### src/rtl/ptw_pkg.sv
package ptw_pkg;
    localparam int VA_W  = 32;
    localparam int OFF_W = 12;
    localparam int IDX_W = 10;
    localparam int PN_W  = VA_W - OFF_W;

    typedef enum logic [2:0] {
        WK_IDLE,
        WK_L1_REQ,
        WK_L1_WAIT,
        WK_L2_REQ,
        WK_L2_WAIT
    } walk_st_e;
endpackage

### src/rtl/ptw_tlb.sv
module ptw_tlb
    import ptw_pkg::*;
#(
    parameter int ENTRIES = 4
) (
    input  logic            clk,
    input  logic            rst_n,
    input  logic            flush,
    input  logic [PN_W-1:0] lk_vpn,
    output logic            lk_hit,
    output logic [PN_W-1:0] lk_ppn,
    input  logic            fill_en,
    input  logic [PN_W-1:0] fill_vpn,
    input  logic [PN_W-1:0] fill_ppn
);
    localparam int PTR_W = (ENTRIES > 1) ? $clog2(ENTRIES) : 1;

    typedef struct packed {
        logic [ENTRIES-1:0]           vld;
        logic [ENTRIES-1:0][PN_W-1:0] vpn;
        logic [ENTRIES-1:0][PN_W-1:0] ppn;
        logic [PTR_W-1:0]             ptr;
    } tlb_s;

    tlb_s tlb_d, tlb_q;
    logic [ENTRIES-1:0] match;

    for (genvar g = 0; g < ENTRIES; g++) begin : g_cmp
        assign match[g] = tlb_q.vld[g] && (tlb_q.vpn[g] == lk_vpn);
    end

    always_comb begin
        lk_ppn = '0;
        for (int i = 0; i < ENTRIES; i++) begin
            if (match[i]) lk_ppn = lk_ppn | tlb_q.ppn[i];
        end
        lk_hit = (|match) && !flush;
    end

    always_comb begin
        tlb_d = tlb_q;
        if (flush) begin
            tlb_d.vld = '0;
        end else if (fill_en) begin
            tlb_d.vld[tlb_q.ptr] = 1'b1;
            tlb_d.vpn[tlb_q.ptr] = fill_vpn;
            tlb_d.ppn[tlb_q.ptr] = fill_ppn;
            tlb_d.ptr = (tlb_q.ptr == PTR_W'(ENTRIES - 1)) ? '0 : tlb_q.ptr + 1'b1;
        end
    end

    always_ff @(posedge clk) begin
        if (!rst_n) tlb_q <= '0;
        else        tlb_q <= tlb_d;
    end
endmodule

### src/rtl/ptw_walker.sv
module ptw_walker
    import ptw_pkg::*;
(
    input  logic            clk,
    input  logic            rst_n,
    input  logic            req_fire,
    input  logic [VA_W-1:0] req_vaddr,
    input  logic [VA_W-1:0] req_root,
    input  logic            tlb_hit,
    input  logic [PN_W-1:0] tlb_ppn,
    input  logic            mem_rsp_valid,
    input  logic [VA_W-1:0] mem_rsp_data,
    output logic            busy,
    output logic            mem_rd_valid,
    output logic [VA_W-1:0] mem_rd_addr,
    output logic            rsp_valid,
    output logic [VA_W-1:0] rsp_paddr,
    output logic            rsp_fault,
    output logic            fill_en,
    output logic [PN_W-1:0] fill_vpn,
    output logic [PN_W-1:0] fill_ppn
);
    typedef struct packed {
        walk_st_e        st;
        logic [VA_W-1:0] vaddr;
        logic [VA_W-1:0] addr;
        logic            rsp_v;
        logic [VA_W-1:0] paddr;
        logic            fault;
    } walk_s;

    walk_s w_d, w_q;
    logic  ent_ok;
    logic  unused_status;

    assign ent_ok        = mem_rsp_data[0];
    assign unused_status = ^mem_rsp_data[OFF_W-1:1];

    always_comb begin
        w_d       = w_q;
        w_d.rsp_v = 1'b0;
        unique case (w_q.st)
            WK_IDLE: begin
                if (req_fire) begin
                    w_d.vaddr = req_vaddr;
                    if (tlb_hit) begin
                        w_d.rsp_v = 1'b1;
                        w_d.fault = 1'b0;
                        w_d.paddr = {tlb_ppn, req_vaddr[OFF_W-1:0]};
                    end else begin
                        w_d.st   = WK_L1_REQ;
                        w_d.addr = req_root
                                 + {{(VA_W-IDX_W-2){1'b0}}, req_vaddr[VA_W-1 -: IDX_W], 2'b00};
                    end
                end
            end
            WK_L1_REQ: w_d.st = WK_L1_WAIT;
            WK_L1_WAIT: begin
                if (mem_rsp_valid) begin
                    if (!ent_ok) begin
                        w_d.st    = WK_IDLE;
                        w_d.rsp_v = 1'b1;
                        w_d.fault = 1'b1;
                        w_d.paddr = '0;
                    end else begin
                        w_d.st   = WK_L2_REQ;
                        w_d.addr = {mem_rsp_data[VA_W-1:OFF_W],
                                    w_q.vaddr[OFF_W +: IDX_W], 2'b00};
                    end
                end
            end
            WK_L2_REQ: w_d.st = WK_L2_WAIT;
            WK_L2_WAIT: begin
                if (mem_rsp_valid) begin
                    w_d.st    = WK_IDLE;
                    w_d.rsp_v = 1'b1;
                    w_d.fault = !ent_ok;
                    w_d.paddr = ent_ok ? {mem_rsp_data[VA_W-1:OFF_W], w_q.vaddr[OFF_W-1:0]} : '0;
                end
            end
            default: w_d.st = WK_IDLE;
        endcase
    end

    always_ff @(posedge clk) begin
        if (!rst_n) w_q <= '{st: WK_IDLE, default: '0};
        else        w_q <= w_d;
    end

    assign busy         = (w_q.st != WK_IDLE);
    assign mem_rd_valid = (w_q.st == WK_L1_REQ) || (w_q.st == WK_L2_REQ);
    assign mem_rd_addr  = w_q.addr;
    assign rsp_valid    = w_q.rsp_v;
    assign rsp_paddr    = w_q.paddr;
    assign rsp_fault    = w_q.fault;
    assign fill_en      = (w_q.st == WK_L2_WAIT) && mem_rsp_valid && ent_ok;
    assign fill_vpn     = w_q.vaddr[VA_W-1:OFF_W];
    assign fill_ppn     = mem_rsp_data[VA_W-1:OFF_W];
endmodule

### src/rtl/ptw_unit.sv
module ptw_unit
    import ptw_pkg::*;
#(
    parameter int TLB_ENTRIES = 4
) (
    input  logic        clk,
    input  logic        rst_n,
    input  logic        req_valid,
    input  logic [31:0] req_vaddr,
    input  logic [31:0] req_root,
    input  logic        flush,
    output logic        busy,
    output logic        mem_rd_valid,
    output logic [31:0] mem_rd_addr,
    input  logic        mem_rsp_valid,
    input  logic [31:0] mem_rsp_data,
    output logic        rsp_valid,
    output logic [31:0] rsp_paddr,
    output logic        rsp_fault
);
    logic            req_fire;
    logic            tlb_hit;
    logic [PN_W-1:0] tlb_ppn;
    logic            fill_en;
    logic [PN_W-1:0] fill_vpn;
    logic [PN_W-1:0] fill_ppn;

    assign req_fire = req_valid && !busy;

    ptw_tlb #(.ENTRIES(TLB_ENTRIES)) tlb_i (
        .clk      (clk),
        .rst_n    (rst_n),
        .flush    (flush),
        .lk_vpn   (req_vaddr[VA_W-1:OFF_W]),
        .lk_hit   (tlb_hit),
        .lk_ppn   (tlb_ppn),
        .fill_en  (fill_en),
        .fill_vpn (fill_vpn),
        .fill_ppn (fill_ppn)
    );

    ptw_walker walk_i (
        .clk           (clk),
        .rst_n         (rst_n),
        .req_fire      (req_fire),
        .req_vaddr     (req_vaddr),
        .req_root      (req_root),
        .tlb_hit       (tlb_hit),
        .tlb_ppn       (tlb_ppn),
        .mem_rsp_valid (mem_rsp_valid),
        .mem_rsp_data  (mem_rsp_data),
        .busy          (busy),
        .mem_rd_valid  (mem_rd_valid),
        .mem_rd_addr   (mem_rd_addr),
        .rsp_valid     (rsp_valid),
        .rsp_paddr     (rsp_paddr),
        .rsp_fault     (rsp_fault),
        .fill_en       (fill_en),
        .fill_vpn      (fill_vpn),
        .fill_ppn      (fill_ppn)
    );
endmodule

### config.mk
export PLATFORM = sky130hd
export DESIGN_NAME = ptw_unit
export DESIGN_NICKNAME = d
export VERILOG_FILES = /design/src/rtl/ptw_pkg.sv /design/src/rtl/ptw_tlb.sv /design/src/rtl/ptw_walker.sv /design/src/rtl/ptw_unit.sv
export SDC_FILE = /design/constraint.sdc
export NUM_CORES = 1
export LEC_CHECK = 0
export CELL_PAD_IN_SITES_DETAIL_PLACEMENT = 1
export CELL_PAD_IN_SITES_GLOBAL_PLACEMENT = 1
export CORE_AREA = 2 2 138 275
export CTS_CLUSTER_SIZE = 12
export DETAILED_ROUTE_END_ITERATION = 8
export DIE_AREA = 0 0 140 277
export PLACE_DENSITY = 0.82
export SKIP_CTS_REPAIR_TIMING = 1
export SLEW_MARGIN = 20
export SYNTH_ARGS = -nofsm -noshare
export SYNTH_HDL_FRONTEND = slang
export SYNTH_HIERARCHICAL = 1
export SYNTH_SLANG_ARGS = --single-unit
### constraint.sdc
create_clock -name clk -period 3.1 [get_ports clk]
set_input_delay 0.62 -clock clk [delete_from_list [all_inputs] [get_ports clk]]
set_output_delay 0.62 -clock clk [all_outputs]
set_load 0.005 [all_outputs]
==> results.ini <==
[status]
outcome=finished with violations
violations=design-rule violations, negative setup slack

[worst_setup_path]
setup.worst_path.end_class=register
crit_top_cell=buf_6
critPathRequiredTime_ns=3.53
crit_type=input port to register
reg2reg_from=tlb_i/tlb_q[158]
r2r_slack_ns=0.02
cpMaxStageDelayCell=nor4_4
crit_chain=dlymetal6s2s_1 > buf_4 > xnor2_1 > nand4_1 > nor4_4 > nand2_1 > a41oi_4 > buf_6 > nor2b_4 > a221oi_2 > a211o_1 > buf_6 > a222oi_1 > nor2_1
critPathMaxFanout=22
slowest_delay_ns=0.36
rr_worst_depth=13
cp-start-kind=input port
crit_end=walk_i/rsp_paddr[24]
cp_data_arrival_time_ns=3.57
r2r-end=walk_i/rsp_paddr[24]
cp-startpoint=req_vaddr[30]

[grt]
track_usage=0.2442
grt_pass1_vias=13430
overflow=0
grt_pass1_wl_mm=75.29
grt_start_max_net_pins=87
antenna_found_initial=1

[yosys]
ys_seq_elements=267
yosysTopAreaCell=dfxtp_1
syn_inst=1709
yosysWarnings=6
syn-num-nets=1825
yosys-top-cells-area=dfxtp_1 (39%), nand2_1 (12%), a21boi_1 (7.7%)
synthesis.area_sq_mm=0.01376
ys_seq_area_frac=0.3885
synth_cell_types=71
yosys.area.top_type_share=0.3885
synth_ff_type=dfxtp_1
syn_area_per_cell_sq_um=8.050
synthArstFlopShare=0
synth_enable_flop_cells=0

[finish]
final_cells=2257
layout_common_cells=nand2_1 (439), dfxtp_1 (266), a21boi_1 (142)
final_nets=1903
area_growth_pct=21.25
nFillCells=4374
drive_above_1_share=0.1224
finalCoreUtilization=0.4519
layout_commonest_cell=nand2_1
n_antenna_cell=0

[power_and_ir_drop]
p_leak_nw=6.069
p_per_area_mw_per_mm2=492.5
ir_drop_mv=0.3579

[placed_design]
place.gp.congestion=0.9148
dp_hpwl_mm=32.99
dp_slack_ns=-1.131
port_buffers=157
dp.cells=2206

[timing]
fin_ws_ns=-0.03462
maxSlewHeadroom=0.5925
setup-violations-final=1
hold_viol=0
fin_skew_ns=0.007712
max_freq_ghz=0.3190
worst_pin_slew_ns=0.6112
min_period_over_period=1.011
maxSlewViolCount=0
finalCriticalPeriod_ns=3.135

[clock_network]
insertion_delay_ns=0.56
cts_max_level=1
clk_pin_slew_ns=0.06
root_buffer=clkbuf_16
cts_tree=done
clock_path_buffers=3
numCtsBuffers=27
clock-sinks=267

[floorplanning]
num_rows=100
die_h_microns=277
core_region_area_sq_mm=0.03691
die_x_microns=140
start_util=0.3727
die-area_sq_mm=0.03878
io_pins=169

[drt]
routed_wl_mm=49.58
drt_iter0_markers=1046
dr.pass1.iters=8
drc=9
vias_per_cell=5.698
wl_per_cell_microns=21.97
vias=12860
ant_nets=0

[flow_run]
drv_cap=0

[hold_path]
hold_path.class=register to register

[through the flow]
| step | instance area, sq um | power, mW | TNS (ns) | hold slack (ns) |
|---|---|---|---|---|
| 3_5_place_dp | 15600 | 5.101 | -65.54 | 0.4454 |
| 6_report | 16680 | 8.214 | -0.03462 | 0.4547 |
| 4_1_cts | 16400 | 8.234 | -26.91 | 0.4562 |
| 3_3_place_gp | 15600 | 5.068 | -59.49 | 0.4387 |
| 5_1_grt | 16680 | 8.496 | -0.3371 | 0.4665 |
| 2_1_floorplan | 13760 | 4.493 | 0 | 0.4286 |
[cell usage after synthesis, drive strengths merged (12+ instances only)]
cell and instances:
nand2 440, dfxtp 267, a21boi 161, buf 156, nand3 112, clkbuf 80
nor2 74, xnor2 72, a21oi 59, nand4 39, a222oi 32, o21ai 32
xor2 23, ha 14, inv 12, nor3 12
[registers in the layout, indices dropped and copies added (netlist names)]
register	flops
walk_i/rsp_fault	1
walk_i/rsp_paddr	32
walk_i/fill_vpn	20
walk_i/w_q	15
tlb_i/tlb_q	166
walk_i/rsp_valid	1
walk_i/mem_rd_addr	32
[power breakdown]
| group | switching, mW | total, mW | internal [mW] |
|---|---|---|---|
| Clock | 1.36 | 3.14 | 1.77 |
| Combinational | 0.749 | 1.39 | 0.643 |
| Sequential | 0.133 | 3.69 | 3.55 |
| Total | 2.24 | 8.21 | 5.97 |
[worst min-delay path by stage]
stage                                  to  slack [ns]                  start  depth (start not counted)
floorplan                tlb_i/tlb_q[162]        0.43       tlb_i/tlb_q[162]                          2
global placement    walk_i/mem_rd_addr[0]        0.44  walk_i/mem_rd_addr[0]                          2
detailed placement        tlb_i/tlb_q[63]        0.45        tlb_i/tlb_q[63]                          2
CTS                        tlb_i/tlb_q[9]        0.46         tlb_i/tlb_q[9]                          2
global route              tlb_i/tlb_q[78]        0.47        tlb_i/tlb_q[78]                          2
finish                    tlb_i/tlb_q[71]        0.45        tlb_i/tlb_q[71]                          2
[routing by layer]
layer  wire, microns  GRT usage  vias up  share of wire
met2           25120     0.4349      483           0.51
li1                -          -     5880              -
met4            1418    0.08702        2          0.029
met1           20010     0.2960     6400           0.40
met5              10          0        -        0.00020
met3            3023    0.03787       95          0.061
[critical path, delay by kind of cell]
kind / cells / cell delay (ns)
AOI/OAI and AO/OA: 4 / 1.00
xor gates and xnor gates: 1 / 0.13
buffers and inverters: 4 / 0.82
and+or+nand+nor: 5 / 0.95
[cells by family after synthesis]
family | share of synthesized area
flip-flops | 0.3885
adder cells (fa/ha/maj) | 0.01419
buffers and inverters | 0.1100
XOR/XNOR | 0.06594
AND/OR/NAND/NOR | 0.2341
multiplexers | 0.003001
AO/OA/AOI/OAI | 0.1843
[layout make-up]
type                    instances  area, sq um  area share
multi-input cells            1193         7103      0.4259
flip-flops and latches        267         5346      0.3205
repair buffers                285         2806      0.1683
clock buffers                  39        770.7     0.04621
well taps                     459        574.3     0.03443
inverters                      13        48.80    0.002926
clock inverters                 1        30.03    0.001800
(Power assumes the default switching activity.)
